### src/rtl/spi_regxfer_pkg.sv
package spi_regxfer_pkg;

    localparam int REG_ID_W  = 6;
    localparam int SUB_W     = 15;
    localparam int HDR_MAX   = 3;

    typedef enum logic [1:0] {
        ST_IDLE,
        ST_SHIFT,
        ST_HOLD,
        ST_GAP
    } xfer_state_e;

    typedef struct packed {
        logic [7:0] b0;
        logic [7:0] b1;
        logic [7:0] b2;
        logic [1:0] len;
    } hdr_t;

    // Header: byte0 = {write, sub_present, reg_id}; long sub-addresses set
    // bit 7 of byte1 and carry the upper bits in byte2.
    function automatic hdr_t make_header(input logic wr,
                                         input logic [REG_ID_W-1:0] rid,
                                         input logic [SUB_W-1:0] sub);
        hdr_t h;
        h.b0 = {wr, (sub != '0), rid};
        h.b1 = 8'h00;
        h.b2 = 8'h00;
        if (sub == '0) begin
            h.len = 2'd1;
        end else if (sub[SUB_W-1:7] == '0) begin
            h.len = 2'd2;
            h.b1  = {1'b0, sub[6:0]};
        end else begin
            h.len = 2'd3;
            h.b1  = {1'b1, sub[6:0]};
            h.b2  = sub[SUB_W-1:7];
        end
        return h;
    endfunction

endpackage

### src/rtl/spi_regxfer_tick.sv
module spi_regxfer_tick #(
    parameter int SCLK_HALF = 2,
    localparam int CW = $clog2(SCLK_HALF + 1)
) (
    input  logic clk,
    input  logic rst,
    input  logic run,
    output logic tick
);
    logic [CW-1:0] cnt;

    always_ff @(posedge clk) begin
        if (rst || !run) begin
            cnt <= '0;
        end else if (cnt == CW'(SCLK_HALF - 1)) begin
            cnt <= '0;
        end else begin
            cnt <= cnt + CW'(1);
        end
    end

    assign tick = run && (cnt == CW'(SCLK_HALF - 1));
endmodule

### src/rtl/spi_regxfer_frame.sv
module spi_regxfer_frame
    import spi_regxfer_pkg::*;
#(
    parameter int MAX_BYTES = 8,
    localparam int LEN_W       = $clog2(MAX_BYTES + 1),
    localparam int FRAME_BYTES = HDR_MAX + MAX_BYTES,
    localparam int FRAME_BITS  = 8 * FRAME_BYTES,
    localparam int BIT_W       = $clog2(FRAME_BITS + 1)
) (
    input  logic                   wr,
    input  logic [REG_ID_W-1:0]    rid,
    input  logic [SUB_W-1:0]       sub,
    input  logic [LEN_W-1:0]       len,
    input  logic [8*MAX_BYTES-1:0] wdata,
    output logic [FRAME_BITS-1:0]  frame,
    output logic [BIT_W-1:0]       nbits,
    output logic [BIT_W-1:0]       hdr_bits
);
    hdr_t             hdr;
    logic [LEN_W-1:0] n_data;
    logic [7:0]       byte_v;

    always_comb begin
        hdr    = make_header(wr, rid, sub);
        n_data = (len > LEN_W'(MAX_BYTES)) ? LEN_W'(MAX_BYTES) : len;
        frame  = '0;
        byte_v = 8'h00;
        // Frame is MSB-first: byte 0 occupies the top eight bits.
        for (int i = 0; i < FRAME_BYTES; i++) begin
            byte_v = 8'h00;
            if (i < int'(hdr.len)) begin
                byte_v = (i == 0) ? hdr.b0 : (i == 1) ? hdr.b1 : hdr.b2;
            end else if (wr && ((i - int'(hdr.len)) < int'(n_data))) begin
                byte_v = 8'(wdata >> (8 * (i - int'(hdr.len))));
            end
            frame[FRAME_BITS-1-8*i -: 8] = byte_v;
        end
        nbits    = BIT_W'(8 * (int'(hdr.len) + int'(n_data)));
        hdr_bits = BIT_W'(8 * int'(hdr.len));
    end
endmodule

### src/rtl/spi_regxfer_shifter.sv
module spi_regxfer_shifter #(
    parameter int FRAME_BITS = 88,
    localparam int BIT_W = $clog2(FRAME_BITS + 1)
) (
    input  logic                  clk,
    input  logic                  rst,
    input  logic                  start,
    input  logic                  tick,
    input  logic [FRAME_BITS-1:0] frame,
    input  logic [BIT_W-1:0]      nbits,
    output logic                  sclk,
    output logic                  mosi,
    output logic                  samp,
    output logic [BIT_W-1:0]      samp_idx,
    output logic                  last_fall
);
    logic             active;
    logic             sclk_q;
    logic [BIT_W-1:0] idx;
    logic             at_last;

    assign at_last = (idx == nbits - BIT_W'(1));

    always_ff @(posedge clk) begin
        if (rst) begin
            active <= 1'b0;
            sclk_q <= 1'b0;
            idx    <= '0;
        end else if (start && !active) begin
            active <= 1'b1;
            sclk_q <= 1'b0;
            idx    <= '0;
        end else if (active && tick) begin
            if (!sclk_q) begin
                sclk_q <= 1'b1;
            end else begin
                sclk_q <= 1'b0;
                if (at_last) begin
                    active <= 1'b0;
                end else begin
                    idx <= idx + BIT_W'(1);
                end
            end
        end
    end

    assign sclk      = sclk_q;
    assign mosi      = active && frame[BIT_W'(FRAME_BITS - 1) - idx];
    assign samp      = active && tick && !sclk_q;
    assign samp_idx  = idx;
    assign last_fall = active && tick && sclk_q && at_last;
endmodule

### src/rtl/spi_regxfer_master.sv
module spi_regxfer_master
    import spi_regxfer_pkg::*;
#(
    parameter int SCLK_HALF = 2,
    parameter int MAX_BYTES = 8,
    localparam int LEN_W      = $clog2(MAX_BYTES + 1),
    localparam int DATA_W     = 8 * MAX_BYTES,
    localparam int DIDX_W     = $clog2(DATA_W),
    localparam int FRAME_BITS = 8 * (HDR_MAX + MAX_BYTES),
    localparam int BIT_W      = $clog2(FRAME_BITS + 1)
) (
    input  logic                clk,
    input  logic                rst,
    input  logic                req_valid,
    input  logic                req_write,
    input  logic [REG_ID_W-1:0] req_reg,
    input  logic [SUB_W-1:0]    req_sub,
    input  logic [LEN_W-1:0]    req_len,
    input  logic [DATA_W-1:0]   req_wdata,
    output logic                busy,
    output logic                done,
    output logic [DATA_W-1:0]   rdata,
    output logic                spi_csn,
    output logic                spi_sclk,
    output logic                spi_mosi,
    input  logic                spi_miso
);
    xfer_state_e           state;
    logic [FRAME_BITS-1:0] frame_d, frame_q;
    logic [BIT_W-1:0]      nbits_d, nbits_q;
    logic [BIT_W-1:0]      hbits_d, hbits_q;
    logic                  is_read_q;
    logic [DATA_W-1:0]     rdata_q;
    logic                  done_q, csn_q, gap_half;
    logic                  accept, tick;
    logic                  samp, last_fall;
    logic [BIT_W-1:0]      samp_idx, d_off;
    logic [DIDX_W-1:0]     rd_pos;

    assign accept = req_valid && (state == ST_IDLE);

    spi_regxfer_frame #(.MAX_BYTES(MAX_BYTES)) frame_i (
        .wr(req_write), .rid(req_reg), .sub(req_sub), .len(req_len),
        .wdata(req_wdata), .frame(frame_d), .nbits(nbits_d), .hdr_bits(hbits_d)
    );

    spi_regxfer_tick #(.SCLK_HALF(SCLK_HALF)) tick_i (
        .clk(clk), .rst(rst), .run(state != ST_IDLE), .tick(tick)
    );

    spi_regxfer_shifter #(.FRAME_BITS(FRAME_BITS)) shift_i (
        .clk(clk), .rst(rst), .start(accept), .tick(tick),
        .frame(frame_q), .nbits(nbits_q), .sclk(spi_sclk), .mosi(spi_mosi),
        .samp(samp), .samp_idx(samp_idx), .last_fall(last_fall)
    );

    // Data bit d lands at byte d/8, bit 7-(d%8): flipping the low 3 bits.
    assign d_off  = samp_idx - hbits_q;
    assign rd_pos = DIDX_W'(d_off ^ BIT_W'(7));

    always_ff @(posedge clk) begin
        if (rst) begin
            state     <= ST_IDLE;
            frame_q   <= '0;
            nbits_q   <= '0;
            hbits_q   <= '0;
            is_read_q <= 1'b0;
            rdata_q   <= '0;
            done_q    <= 1'b0;
            csn_q     <= 1'b1;
            gap_half  <= 1'b0;
        end else begin
            done_q <= 1'b0;
            unique case (state)
                ST_IDLE: if (accept) begin
                    frame_q   <= frame_d;
                    nbits_q   <= nbits_d;
                    hbits_q   <= hbits_d;
                    is_read_q <= !req_write;
                    rdata_q   <= '0;
                    csn_q     <= 1'b0;
                    state     <= ST_SHIFT;
                end
                ST_SHIFT: begin
                    if (samp && is_read_q && (samp_idx >= hbits_q)) begin
                        rdata_q[rd_pos] <= spi_miso;
                    end
                    if (last_fall) state <= ST_HOLD;
                end
                ST_HOLD: if (tick) begin
                    csn_q    <= 1'b1;
                    done_q   <= 1'b1;
                    gap_half <= 1'b0;
                    state    <= ST_GAP;
                end
                ST_GAP: if (tick) begin
                    if (gap_half) state <= ST_IDLE;
                    else          gap_half <= 1'b1;
                end
                default: state <= ST_IDLE;
            endcase
        end
    end

    assign busy    = (state != ST_IDLE);
    assign done    = done_q;
    assign rdata   = rdata_q;
    assign spi_csn = csn_q;
endmodule

### config.mk
export PLATFORM = sky130hd
export DESIGN_NAME = spi_regxfer_master
export DESIGN_NICKNAME = d
export VERILOG_FILES = /design/src/rtl/spi_regxfer_pkg.sv /design/src/rtl/spi_regxfer_tick.sv /design/src/rtl/spi_regxfer_frame.sv /design/src/rtl/spi_regxfer_shifter.sv /design/src/rtl/spi_regxfer_master.sv
export SDC_FILE = /design/constraint.sdc
export NUM_CORES = 1
export LEC_CHECK = 0
export ABC_AREA = 1
export CAP_MARGIN = 15
export CORE_UTILIZATION = 35
export CTS_BUF_LIST = sky130_fd_sc_hd__clkbuf_4 sky130_fd_sc_hd__clkbuf_8
export DETAILED_ROUTE_END_ITERATION = 10
export GPL_TIMING_DRIVEN = 0
export HOLD_SLACK_MARGIN = 0.03
export PLACE_DENSITY = 0.59
export SETUP_SLACK_MARGIN = 0.05
export SLEW_MARGIN = 10
export SYNTH_ARGS = -nofsm -noshare
export SYNTH_HDL_FRONTEND = slang
export SYNTH_SLANG_ARGS = --single-unit
### constraint.sdc
create_clock -name clk -period 3.1 [get_ports clk]
set_input_delay 0.31 -clock clk [delete_from_list [all_inputs] [get_ports clk]]
set_output_delay 0.31 -clock clk [all_outputs]
set_load 0.05 [all_outputs]
# Word level (Yosys, flattened, before mapping)
# Index checks and enable logic that the tools add are counted.
[word_totals] input_bits=94 elab_cells=167 reg_bits=175 output_inout_bits=69
[op_classes] shifts=11 n_addsub=17 n_lt_le_gt_ge=19 mux=45 bitwise=3 eq_ne=11 n_reduce_logical=48
[ops] cell="$shr 64x32->8" count=11
[ops] cell="$lt 32x5->1" count=11
[ops] cell="$mux 64" count=2
[ops] cell="$mux 8" count=16
[ops] cell="$pmux 64 s2" count=1
[ops] cell="$bwmux 64" count=1
[ops] cell="$logic_and 1x1->1" count=22
[ops] cell="$mux 16" count=1
[ops] cell="$sub 3x2->4 const A" count=4
[ops] cell="$logic_not 15->1" count=1
[ops] cell="$reduce_and 3->1" count=5
[ops] cell="$reduce_bool 15->1" count=1
[ops] cell="$sub 4x2->5 const A" count=3
[ops] cell="$reduce_bool 2->1" count=7
[ops] cell="$mux 1" count=12
[ops] cell="$mux 2" count=6
[ops] cell="$logic_not 8->1" count=1
[ops] cell="$lt 7x8->1 const B" count=1
[ops] cell="$pmux 2 s4" count=1
[ops] cell="$add 7x1->7 const B" count=1
[ops] cell="$bmux 1 s7" count=1
[ops] cell="$eq 7x7->1" count=1
[ops] cell="$ge 7x5->1" count=1
[ops] cell="$lt 6x7->1 const B" count=1
[ops] cell="other kinds (26)" count=42

# Longest topological paths before layout
[depth] word_depth=9 ltp_mapped=16 mapped_depth_nobuf=14

# Cells and area by module
# From an unflattened synthesis, not the netlist that was laid out.
[hier_totals] cells_unflattened=2002 hier_area_um2=12152.9
[by_module_without_submodules] module="spi_regxfer_master" n_inst=1 area_per_inst_um2=7742.4 seq_area_each_um2=3443.3 cells_each=1120
[by_module_without_submodules] module="spi_regxfer_frame" n_inst=1 area_per_inst_um2=2429.8 seq_area_each_um2=0.0 cells_each=488
[by_module_without_submodules] module="spi_regxfer_shifter" n_inst=1 area_per_inst_um2=1891.8 seq_area_each_um2=180.2 cells_each=383
[by_module_without_submodules] module="spi_regxfer_tick" n_inst=1 area_per_inst_um2=88.8 seq_area_each_um2=40.0 cells_each=11

# Worst setup path after synthesis
# OpenSTA, ideal clock, no wires.
[synth_path] path_type="reg-to-reg" from="register shift_i.idx[3], in the netlist shift_i.samp_idx[3]" to="register rdata_q[32], in the netlist rdata[32]" path_stages_with_launch=12 arrival_time_ns=2.108 synth_period_minus_slack_ns=2.240 setup_time_ns=0.132 setup_slack_ns=0.860 n_path_buf=1 required_time_ns=2.968 path_cell_list="dfxtp_1 buf_2 clkinv_1 ha_1 inv_1 fa_1 inv_1 nand3_1 nor2_1 o211ai_1 nand2_1 a21oi_1"
[synth_between] elab_chain_len=8 word_cells_on_any_way=13 cone_classes="1 x add/sub; 3 x order compare; 1 x eq/ne; 5 x mux; 3 x reduce/logical"
[synth_lines] item="start, declared" line="spi_regxfer_shifter.sv:19" text="logic [BIT_W-1:0] idx;"
[synth_lines] item="start signal, assigned" line="spi_regxfer_shifter.sv:41" text="idx <= idx + BIT_W'(1);"
[synth_lines] item="$sub 6x5->6" line="spi_regxfer_master.sv:58" text="assign d_off = samp_idx - hbits_q;"
[synth_lines] item="$lt 6x7->1 (not written as such) or $ge 6x1->1 (tied branches)" line="spi_regxfer_master.sv:86" text="rdata_q[rd_pos] <= spi_miso;"
[synth_lines] item="$logic_and 1x1->1 (not written as such)" line="spi_regxfer_master.sv:86"
[synth_lines] item="$mux 1 (not written as such)" line="spi_regxfer_master.sv:86"
[synth_lines] item="$demux 1 s6" line="spi_regxfer_master.sv:86"
[synth_lines] item="$bwmux 64" line="spi_regxfer_master.sv:86"
[synth_lines] item="$mux 64" line="spi_regxfer_master.sv:85" text="if (samp && is_read_q && (samp_idx >= hbits_q)) begin"
[synth_lines] item="$pmux 64 s2" line="spi_regxfer_master.sv:74" text="unique case (state)"
[synth_lines] item="end signal, assigned by index" line="spi_regxfer_master.sv:86"
[synth_lines] item="end, declared" line="spi_regxfer_master.sv:33" text="logic [DATA_W-1:0] rdata_q;"
# Several ways; a longest one is shown, not always the timed one. The select of a mux whose other input is x is not followed.
# A chain may end at the register's enable or synchronous reset.

# Worst setup path after layout
[layout_path] from="register shift_i.idx[2], in the netlist shift_i.samp_idx[2]" to="output spi_mosi"
[layout_between] elab_chain_len=4
[layout_lines] item="$sub 7x7->7" line="spi_regxfer_shifter.sv:48" text="assign mosi = active && frame[BIT_W'(FRAME_BITS - 1) - idx];"
[layout_lines] item="$bmux 1 s7" line="spi_regxfer_shifter.sv:48"
[layout_lines] item="$mux 1 (not written as such)" line="spi_regxfer_shifter.sv:48"
[layout_lines] item="$logic_and 1x1->1" line="spi_regxfer_shifter.sv:48"
[layout_lines] item="end, declared" line="spi_regxfer_master.sv:25" text="output logic spi_mosi,"
# No other way between the ends. The select of a mux whose other input is x is not followed.

==> qor.txt <==
=================================================================================
Largest vdd supply drop                                                    325 uV
Maximum level of the CTS H-tree                                                 4
Data arrival time of the critical path                                    2.55 ns
Layout cells sized above 1                                                  7.26%
Critical path class                                                       reg2out
Cell accounting for the most synthesized area                        sky130_fd_sc_hd__dfxtp_1
Cts bufs inserted                                                              17
Most common library cell in the layout ignoring fill and taps        sky130_fd_sc_hd__nand2_1
Critical Path RT                                                          2.79 ns
Area of the core                                                      0.0289 mm^2
DR vias/cell                                                                 5.34
First-pass GRT wire length                                               61600 um
Number of fillers in the final layout                                        3159
Total number of placement rows                                                 62
Yosys cell types                                                               35
Worst Setup Slack post-DPL                                              -0.489 ns
Quantity of I/O buffers inserted on ports                                     160
Half-perimeter wire length after detailed placement                      29800 um
Initial core utilization                                                    35.9%
Max stage delay cell, worst path                                     sky130_fd_sc_hd__dfxtp_1
Number of max-slew violations in the final report                               0
Final routed wire length divided by cell count                            18.2 um
Die ar.                                                               0.0304 mm^2
Worst R2R Path Depth                                                           11
Maximum fanout along the worst path                                            10
Setup skew after layout                                                 0.0189 ns
CP bufs+invs                                                                    4
Worst setup slack after layout                                           0.235 ns
Top-area cell type share of the netlist area                                33.6%
Cell count after synthesis                                                   1599
Share of synthesized area occupied by flip-flops and latches                33.6%
R2R setup slack                                                           0.28 ns
Area of the multi-input gates                                        0.00583 mm^2
End of the worst register-to-register path                              rdata[44]
Startpoint of the lowest-slack hold path                             tick_i.cnt[0]
Min Tclk post-route                                                       2.86 ns
Startpoint class of the critical path                                   flip-flop
Leak                                                                      4.93 nW
Setup TNS                                                                    0 ns
Num ports                                                                     163
Final setup fails                                                               0
Chain of cells forming the critical path                             buf_4 -> inv_2 -> nor2_1 -> clkbuf_4 -> nand3_1 -> nand2_1 -> nor2_1 -> nand2_1 -> nand3_1 -> nand3_1 -> nand3_1 -> nor2_1 -> buf_4
Class of the most critical hold timing path                               reg2reg
Worst path max stage delay                                                0.32 ns
Syn Nets                                                                     1723
Horizontal die dimension                                                   174 um
Synthesis-stage register bit count                                            174
Top cell family by delay on the critical path                        simple AND/OR/NAND/NOR gates
Max Clock Freq                                                            349 MHz
Run status                                                           finished, final reports clean
Gpl congestion                                                              0.972
First-pass detailed-route iteration total                                       5
Worst-Skew Late Latency                                                   0.48 ns
Worst Hold Path Cells                                                           1
DRC errors left                                                                 0
Clock tree from TritonCTS                                                     yes
Max-slew headroom at the worst pin                                          46.6%
Antenna viol nets, final                                                        0
Hold worst-path end                                                  tick_i.cnt[0]
Sinks on Clock Net                                                            174
Number of global-route vias before repair                                   11100
Total Wirelength                                                         39500 um
Synth-to-Final Area Change                                                  24.6%
Largest net degree at the start of global routing                              17
Worst setup EP type                                                    output pin
Max-Cap Viols                                                                   0
Ratio of final minimum period to clock period                               92.4%
Synth Area per Inst                                                     6.49 um^2
Main area contributors after synthesis                               sky130_fd_sc_hd__dfxtp_1, sky130_fd_sc_hd__nand2_1, sky130_fd_sc_hd__a21oi_1
Height of the chip                                                         174 um
1st-iter DRT viols                                                           1170
Routed via count                                                            11600
Diode count                                                                     0
Buffers from clock root to sink, at most                                        2
Worst-case hold slack                                                    0.431 ns
Setup repair after global routing missed its margin                         false
Logic depth of the worst path, buffers included                                13
Worst r2r src                                                        shift_i.samp_idx[3]
Total GRT Usage                                                             26.0%
Congestion Overflow GR                                                          0
Layout net count                                                             1902
Slew at the pin with the worst max-slew slack                            0.801 ns
Master cell of the clock root buffer                                 sky130_fd_sc_hd__clkbuf_8
Number of warning messages in the yosys log                                     0
Cell repeated most along the worst path                              sky130_fd_sc_hd__nand3_1
Most frequent cells in the layout                                    sky130_fd_sc_hd__nand2_1, sky130_fd_sc_hd__a21oi_1, sky130_fd_sc_hd__nor2_1
Register clock-pin slew on the reported worst setup and hold paths        0.10 ns
Antenna violations before repair                                                0
Area of the mapped netlist                                            0.0104 mm^2
PwrDens                                                               569 mW/mm^2
Area used by sequential logic in the layout                          0.00348 mm^2
Number of hold violations in the final report                                   0
=================================================================================
## where the power goes
part           switching (mW)  internal [mW]  total [mW]  leakage [nW]
sequential              0.110           2.42        2.53          1.41
combinational            2.11           1.02        3.13          3.32
clock                   0.895          0.805        1.70         0.200
total                    3.11           4.25        7.36          4.93
## cell usage after synthesis, drive strengths merged
| master | count |
|---|---|
| a211o | 1 |
| a21o | 2 |
| a21oi | 184 |
| and3 | 1 |
| buf | 62 |
| clkbuf | 49 |
| clkinv | 2 |
| dfxtp | 174 |
| fa | 2 |
| ha | 28 |
| inv | 151 |
| nand2 | 394 |
| nand3 | 94 |
| nand3b | 2 |
| nand4 | 73 |
| nor2 | 191 |
| nor3 | 1 |
| o2111ai | 3 |
| o211a | 1 |
| o211ai | 74 |
| o21a | 1 |
| o21ai | 58 |
| o21bai | 1 |
| o221ai | 17 |
| o22ai | 14 |
| or2 | 9 |
| xnor2 | 5 |
| xor2 | 5 |
## registers in the layout, summed over array words and instances (netlist names), 2 cells and up
| name | flops |
|---|---|
| state | 2 |
| tick_i.cnt | 2 |
| frame_q | 87 |
| shift_i.samp_idx | 7 |
| nbits_q | 4 |
| rdata | 64 |
| hbits_q | 2 |
## final cells by class
| class | instances | share of cell area [%] |
|---|---|---|
| Sequential cell | 174 | 26.9 |
| Buffer | 111 | 4.19 |
| Tap cell | 384 | 3.71 |
| Multi-Input combinational cell | 1161 | 45.1 |
| Clock buffer | 17 | 1.81 |
| Inverter | 153 | 4.52 |
| Clock inverter | 14 | 1.38 |
| Timing Repair Buffer | 160 | 12.4 |
## metal layers
metal | vias to the layer above | track usage [%] | wire length, um
li1 | 5701 | - | -
met3 | 77 | 4.07 | 2620
met4 | 0 | 10.5 | 1430
met1 | 5338 | 34.7 | 17900
met2 | 487 | 41.7 | 17500
met5 | - | 0 | 0
## what timing repair did
action | CTS | global route
resized for setup | 9 | 25
setup endpoints to repair | 8 | 46
setup buffers | 0 | 0
hold buffers | 0 | 0
## worst max path at each step
stage / start / endpoint / slack [ns]
6_report: shift_i.samp_idx[2] / spi_mosi / 0.24
5_1_grt: req_sub[1] / frame_q[77] / 0.07
4_1_cts: shift_i.samp_idx[0] / spi_mosi / 0.04
3_5_place_dp: req_sub[1] / frame_q[8] / -0.49
3_3_place_gp: req_sub[7] / frame_q[12] / -0.47
2_1_floorplan: shift_i.samp_idx[3] / rdata[32] / 0.86
## logic make-up (layout without fill, tap and decap cells)
logic type | Yosys count | after routing | share of synthesized area [%]
and+or+nand+nor | 765 | 765 | 31.3
AOI/OAI and AO/OA | 356 | 356 | 20.0
buffers and inverters | 264 | 455 | 10.5
DFF | 174 | 174 | 33.6
adders and majority gates | 30 | 30 | 3.76
xor gates and xnor gates | 10 | 10 | 0.844
## stage by stage
step	cell area [um^2]	std cells	util, %	total power, mW
2_1_floorplan	10400	1599	-	4.72
3_3_place_gp	12500	2143	43.1	5.63
3_5_place_dp	12500	2143	43.1	5.66
4_1_cts	12900	2174	44.5	7.34
5_1_grt	12900	2174	44.7	7.83
6_report	12900	2174	44.7	7.36
Note: power is estimated with default switching activity, not from simulation.
